### src/rtl/trap_route_pkg.sv
package trap_route_pkg;
  localparam int unsigned WORD_W = 32;
  localparam int unsigned IMM_W  = 16;
  localparam int unsigned MASK_W = 5;
  localparam int unsigned OPC_W  = 6;
  localparam int unsigned IDX_W  = 5;
  localparam int unsigned EXT_W  = WORD_W - IMM_W;
  localparam logic [OPC_W-1:0] OPC_TRAP_IMM = OPC_W'(3);

  typedef enum logic [1:0] {
    RT_NONE = 2'd0,
    RT_PROG = 2'd1,
    RT_DBG  = 2'd2,
    RT_HALT = 2'd3
  } route_e;

  typedef struct packed {
    logic [OPC_W-1:0]  opc;
    logic [MASK_W-1:0] mask;
    logic [IDX_W-1:0]  idx;
    logic [IMM_W-1:0]  imm;
  } insn_t;

  function automatic logic [WORD_W-1:0] sext_imm(input logic [IMM_W-1:0] i);
    return {{EXT_W{i[IMM_W-1]}}, i};
  endfunction

  // Test results, laid out to match the mask field:
  // [4]=slt [3]=sgt [2]=eq [1]=ult [0]=ugt
  function automatic logic [MASK_W-1:0] test_vector(input logic [WORD_W-1:0] a,
                                                    input logic [WORD_W-1:0] b);
    logic [MASK_W-1:0] v;
    v[4] = $signed(a) < $signed(b);
    v[3] = $signed(a) > $signed(b);
    v[2] = a == b;
    v[1] = a < b;
    v[0] = a > b;
    return v;
  endfunction
endpackage

### src/rtl/trap_decode.sv
module trap_decode
  import trap_route_pkg::*;
(
  input  logic [WORD_W-1:0] insn_word,
  input  logic              insn_valid,
  input  logic              halted,
  output logic              accept,
  output logic [MASK_W-1:0] mask,
  output logic [IDX_W-1:0]  idx,
  output logic [WORD_W-1:0] imm_ext
);
  insn_t f;
  always_comb begin
    f       = insn_t'(insn_word);
    accept  = insn_valid && !halted && (f.opc == OPC_TRAP_IMM);
    mask    = f.mask;
    idx     = f.idx;
    imm_ext = sext_imm(f.imm);
  end
endmodule

### src/rtl/trap_cond_eval.sv
module trap_cond_eval
  import trap_route_pkg::*;
(
  input  logic              accept,
  input  logic [MASK_W-1:0] mask,
  input  logic [WORD_W-1:0] a,
  input  logic [WORD_W-1:0] b,
  output logic [MASK_W-1:0] hits,
  output logic              fire
);
  always_comb begin
    hits = test_vector(a, b) & mask;
    fire = accept && (|hits);
  end
endmodule

### src/rtl/trap_dispatch.sv
module trap_dispatch
  import trap_route_pkg::*;
(
  input  logic   fire,
  input  logic   trap_en,
  input  logic   int_mode,
  input  logic   ext_mode,
  input  logic   exc_en,
  output route_e route,
  output logic   set_imprecise
);
  always_comb begin
    route         = RT_NONE;
    set_imprecise = 1'b0;
    if (fire) begin
      if (!trap_en || (!int_mode && !ext_mode)) begin
        route = RT_PROG;
      end else if (ext_mode) begin
        route         = RT_HALT;
        set_imprecise = int_mode && !exc_en;
      end else if (exc_en) begin
        route = RT_DBG;
      end else begin
        route         = RT_PROG;
        set_imprecise = 1'b1;
      end
    end
  end
endmodule

### src/rtl/trap_route_unit.sv
module trap_route_unit
  import trap_route_pkg::*;
(
  input  logic              clk,
  input  logic              rst,
  input  logic              insn_valid,
  input  logic [WORD_W-1:0] insn_word,
  input  logic [WORD_W-1:0] src_value,
  input  logic              dbg_trap_en,
  input  logic              dbg_int_mode,
  input  logic              dbg_ext_mode,
  input  logic              msr_dbg_exc_en,
  input  logic              imprecise_clr,
  input  logic              resume,
  output logic [IDX_W-1:0]  src_sel,
  output logic              prog_irq,
  output logic              dbg_irq,
  output logic              halted,
  output logic              stall,
  output logic              imprecise_evt
);
  logic              accept;
  logic [MASK_W-1:0] mask;
  logic [WORD_W-1:0] imm_ext;
  logic [MASK_W-1:0] hits;
  logic              trap_fire;
  route_e            route_sel;
  logic              set_imprecise;

  trap_decode u_dec (
    .insn_word(insn_word), .insn_valid(insn_valid), .halted(halted),
    .accept(accept), .mask(mask), .idx(src_sel), .imm_ext(imm_ext)
  );

  trap_cond_eval u_cond (
    .accept(accept), .mask(mask), .a(src_value), .b(imm_ext),
    .hits(hits), .fire(trap_fire)
  );

  trap_dispatch u_disp (
    .fire(trap_fire), .trap_en(dbg_trap_en), .int_mode(dbg_int_mode),
    .ext_mode(dbg_ext_mode), .exc_en(msr_dbg_exc_en),
    .route(route_sel), .set_imprecise(set_imprecise)
  );

  always_ff @(posedge clk) begin
    if (rst) begin
      prog_irq      <= 1'b0;
      dbg_irq       <= 1'b0;
      halted        <= 1'b0;
      imprecise_evt <= 1'b0;
    end else begin
      prog_irq      <= (route_sel == RT_PROG);
      dbg_irq       <= (route_sel == RT_DBG);
      halted        <= halted ? !resume : (route_sel == RT_HALT);
      imprecise_evt <= set_imprecise || (imprecise_evt && !imprecise_clr);
    end
  end

  assign stall = halted;
endmodule

### config.mk
export PLATFORM = sky130hd
export DESIGN_NAME = trap_route_unit
export DESIGN_NICKNAME = d
export VERILOG_FILES = /design/src/rtl/trap_route_pkg.sv /design/src/rtl/trap_decode.sv /design/src/rtl/trap_cond_eval.sv /design/src/rtl/trap_dispatch.sv /design/src/rtl/trap_route_unit.sv
export SDC_FILE = /design/constraint.sdc
export NUM_CORES = 1
export LEC_CHECK = 0
export BUFFER_PORTS_ARGS = -buffer_cell sky130_fd_sc_hd__buf_2
export CAP_MARGIN = 0
export CORE_UTILIZATION = 43
export CTS_CLUSTER_SIZE = 8
export DETAILED_ROUTE_END_ITERATION = 7
export PLACE_DENSITY = 0.86
export SLEW_MARGIN = 20
export SYNTH_ARGS = -nofsm -noshare
export SYNTH_HDL_FRONTEND = slang
export SYNTH_SLANG_ARGS = --single-unit
### constraint.sdc
create_clock -name clk -period 4.4 [get_ports clk]
set_clock_uncertainty 0.2 [all_clocks]
set_input_delay 0.88 -clock clk [delete_from_list [all_inputs] [get_ports clk]]
set_output_delay 0.88 -clock clk [all_outputs]
set_load 0.005 [all_outputs]
; Word-level counts from Yosys, hierarchy flattened
; Cells that the tools add are included.
[totals]
regBits = 4
[op_classes]
n_eq_ne = 5
muxes = 9
reduce_logical = 16
n_lt_le_gt_ge = 4
bitwise = 1
[ops]
columns = op, count
row1 = $eq 32x32->1, 1
row2 = $gt 32x16->1, 1
row3 = $gt 32x32->1, 1
row4 = $lt 32x16->1, 1
row5 = $lt 32x32->1, 1
row6 = $mux 2, 4
row7 = $logic_not 1->1, 7
row8 = $eq 6x2->1 const B, 1
row9 = $logic_and 1x1->1, 6
row10 = $and 5x5->5, 1
row11 = $mux 1, 5
row12 = $reduce_or 5->1, 1
row13 = $eq 2x2->1 const B, 2
row14 = $eq 2x1->1 const B, 1
row15 = $logic_or 1x1->1, 2

; Longest topological paths before layout
[depth]
depth_word = 7
mapped_depth = 9
depth_no_buf = 9

; Cells and area by module
; From an unflattened synthesis, not the netlist that was laid out.
[hier_totals]
cells_unflattened = 194
area_unflattened_um2 = 1456.4
[modules_own_cells]
columns = module, area_each_um2, seq_area_each_um2, cells_each, n_inst
row1 = trap_cond_eval, 943.4, 0.0, 130, 1
row2 = trap_decode, 341.6, 0.0, 45, 1
row3 = trap_route_unit, 136.4, 80.1, 13, 1
row4 = trap_dispatch, 35.0, 0.0, 6, 1

; Least setup slack after synthesis
; OpenSTA, ideal clock, no wires.
[synth_path]
kind = input to register
start = input port insn_word[15]
end = register dbg_irq
slack_ps = 1277
arrival_time_ps = 2835
cell_stages = 9
setup_time_ps = 88
t_required_ps = 4112
path_cell_list = inv_1 ha_1 a21oi_1 nand2_1 a221o_2 a211oi_1 o21ai_2 and3_4 nor4_2
[synth_between]
elab_chain_len = 6
[synth_lines]
columns = item, line_no
row1 = start: declaration, trap_route_unit.sv:7  ; input logic [WORD_W-1:0] insn_word,
row2 = "$gt 32x32->1, or another cell as far along", trap_route_pkg.sv:37  ; v[0] = a > b;
row3 = $and 5x5->5 *, trap_cond_eval.sv:12  ; hits = test_vector(a, b) & mask;
row4 = $reduce_or 5->1 *, trap_cond_eval.sv:13  ; fire = accept && (|hits);
row5 = $logic_and 1x1->1 *, trap_cond_eval.sv:13
row6 = $mux 2 *, trap_dispatch.sv:15  ; if (fire) begin
row7 = $eq 2x2->1 *, trap_route_unit.sv:54  ; dbg_irq <= (route_sel == RT_DBG);
row8 = end signal: assignment, trap_route_unit.sv:54
row9 = end: declaration, trap_route_unit.sv:17  ; output logic dbg_irq,
; Mark *: on every way between the ends. The rest lies on a longest branch, timed or not.
; A chain may end at the register's enable or synchronous reset.

; Worst setup path in the final report
; Same ends and word-level chain as after synthesis.

==> metrics.md <==
| Metric | Value |
|---|---|
| RePlAce Congestion | 0.769 |
| Wirelength per Cell | 10.2 um |
| Syn Area/Cell | 8.10 sq um |
| Cells along the critical path | buf_2 -> inv_1 -> ha_1 -> nand4_2 -> nor2_1 -> a221o_2 -> a211oi_1 -> o21ai_2 -> and3_4 -> nor4_2 |
| Initial antenna violation count | 0 |
| CP Launch Type | primary input |
| # diodes | 0 |
| Clock Sinks | 4 |
| Maxcap violations | 0 |
| WP data arrival | 3.13 ns |
| Layout Utilization | a little under two thirds |
| Worst slew pin tran | 0.553 ns |
| Max Buffers Root-to-Sink | 2 |
| Syn Nets | 238 |
| Crit path kind | primary input to flip-flop |
| Top post-synthesis cells by area | ha_1 (37%), dfxtp_1 (7.4%), a21oi_1 (6.5%) |
| Crit-path max FO | 17 |
| CP Capture Type | flip-flop |
| Minimum clock period | about 3.2 ns |
| Max VDD drop | 0.0851 mV |
| Status | complete, no violations |
| Worst-path clk slew | 0.04 ns |
| CTS buffer count | 3 |
| Worst skew pair latency | 0.24 ns |
| Relative slew margins | ~63% |
| CTS Hold Bufs | 0 |
| Share of cells above drive strength 1 | 44.1% |
| Post-Syn Area | 1080 sq um |
| Final period utilization | 72.2% |
| Die area | about 2700 sq um |
| Final Non-Filler Cells | 230 |
| Area share of the largest cell type after synthesis | 37.2% |
| Post-CTS Setup Inserts | 0 |
| Netlist cell types | 36 |
| Vias/cell | 5.07 |
| Place WS | 0.938 ns |
| Root Buffer | clkbuf_4 |
| PD cells | 130 nW/um^2 |
| Placed Cells | 227 |
| Fmax | 315 MHz |
| Cell type with the largest total area after synthesis | ha_1 |
| Top_reg_cell synth | dfxtp_1 |
| Post_cts resized | 0 |
| Number of synthesized flops with an enable pin | 0 |
| Post-synthesis sequential area ratio | 7.43% |
| Row count | 17 |
| Setup violators final | 0 |
| Unrepaired setup endpoints after global routing | false |
| DIE WIDTH | between 50 and 60 um |
| Syn. warnings | 0 |
| First-pass GRT wire length | 3860 um |
| CTS tree | yes |
| Detail Placement HPWL | around 2100 um |
| Top Ports | 83 |
| Core area | 2280 sq um |
| I/O Buffers | 72 |
| Post-route setup TNS | 0 ns |
| Fin nets | ~300 |
| Layout area overhead | 34.6% |
| Final wirelength | 2340 um |
| Starting density of the core | 47.3% |
| Drt drc | 0 |
| FFs w/ async S/R, synth | 0% |
| Die Y | 52.1 um |
| Final count of pins violating max slew | 0 |
| Slowest stage cell on the critical path | inv_1 |
| Worst reg-to-reg setup slack | 2.78 ns |
| DR iter-0 viols | 6 |
| Largest net degree at the start of global routing | 18 |
| Final ANT Viol Nets | 0 |
| Hold WC Path Type | flip-flop to flip-flop |
| Required time of the critical path | 4.36 ns |
| Gr usage total | around a fifth |
| Flops & latches, synth | 4 |
| Synth Instances | 133 |
| Final WS setup | 1.22 ns |
| Leak Pwr | 0.841 nW |
| H-tree depth | 1 |
| Worst path max stage delay | about 0.41 ns |
| Drt pass-1 iters | 4 |
| Via count | 1165 |
| Final Hold Viols | 0 |
| Vias in the first global route | 1023 |
| GRT Residual Overflow | 0 |
==> routing by layer <==
metal  GRT usage [%]  vias up  wire (um)
li1                -      626          -
met1            20.6      478       1010
met2            34.0       56       1070
met3            3.80        5        228
met4            7.66        0         34
met5               0        -          0
==> cell families (layout without fill, tap and decap cells) <==
family	after synthesis	in the layout	synth area share, %
multiplexers	2	2	1.97
AND/OR/NAND/NOR	41	41	24.2
adder cells (fa/ha/maj)	32	32	37.2
buffers and inverters	23	92	10.1
flip-flops	4	4	7.43
AO/OA/AOI/OAI	31	31	19.2
==> where the power goes <==
group	internal [mW]	switching (mW)
clock network	0.0306	0.0160
logic	0.0548	0.0505
registers	0.0365	0.0000205
==> worst max-delay path: cells and delay by family <==
kind / cells / cell delay, ns
AO/OA/AOI/OAI: 3 / 0.71
buffers and inverters: 2 / 0.50
adder cells (fa/ha/maj): 1 / 0.39
AND/OR/NAND/NOR: 4 / 0.65
==> final timing paths <==
check,from,endpoint,cells past startpoint
worst max register to register,halted,halted,4
worst max-delay path,insn_word[15],dbg_irq,10
worst min register to register,imprecise_evt,imprecise_evt,2
worst min-delay path,imprecise_evt,imprecise_evt,2
==> cell usage after synthesis (2+ instances only) <==
master / n
buf_4: 6
a21o_1: 2
nand2_1: 14
nor3_1: 2
dfxtp_1: 4
o21ai_0: 5
inv_1: 17
nand3_1: 4
a21oi_1: 14
nand4_1: 4
nor2_1: 5
ha_1: 32
==> sequential cells by signal (all words and copies together), names as in the netlist <==
name,cells
dbg_irq,1
halted,1
imprecise_evt,1
prog_irq,1
==> cell type report <==
| class | instances | area (sq um) |
|---|---|---|
| clock buffer | 3 | 22.5 |
| tap | 28 | 35.0 |
| fill | 212 | 826 |
| timing repair buffer | 72 | 360 |
| sequential | 4 | 80.1 |
| inverter | 17 | 63.8 |
| multi-input combinational | 106 | 888 |
==> cell usage in the layout, fill, tap and decap left out, types with 2 or more instances in the layout <==
cell      count
nand4_1       4
nor3_1        2
ha_1         32
nand2_1      14
buf_2        72
o21ai_0       5
nand3_1       4
a21oi_1      14
a21o_1        2
inv_1        17
clkbuf_4      3
nor2_1        5
dfxtp_1       4
==> metrics by stage <==
step	hold WS, ns	power, mW	area (sq um)
global route	0.290	0.209	1450
CTS	0.264	0.190	1450
detailed placement	0.255	0.143	1430
finish	0.270	0.188	1450
global placement	0.254	0.141	1430
floorplan	0.247	0.103	1080
Note: power is estimated with default switching activity, not from simulation.
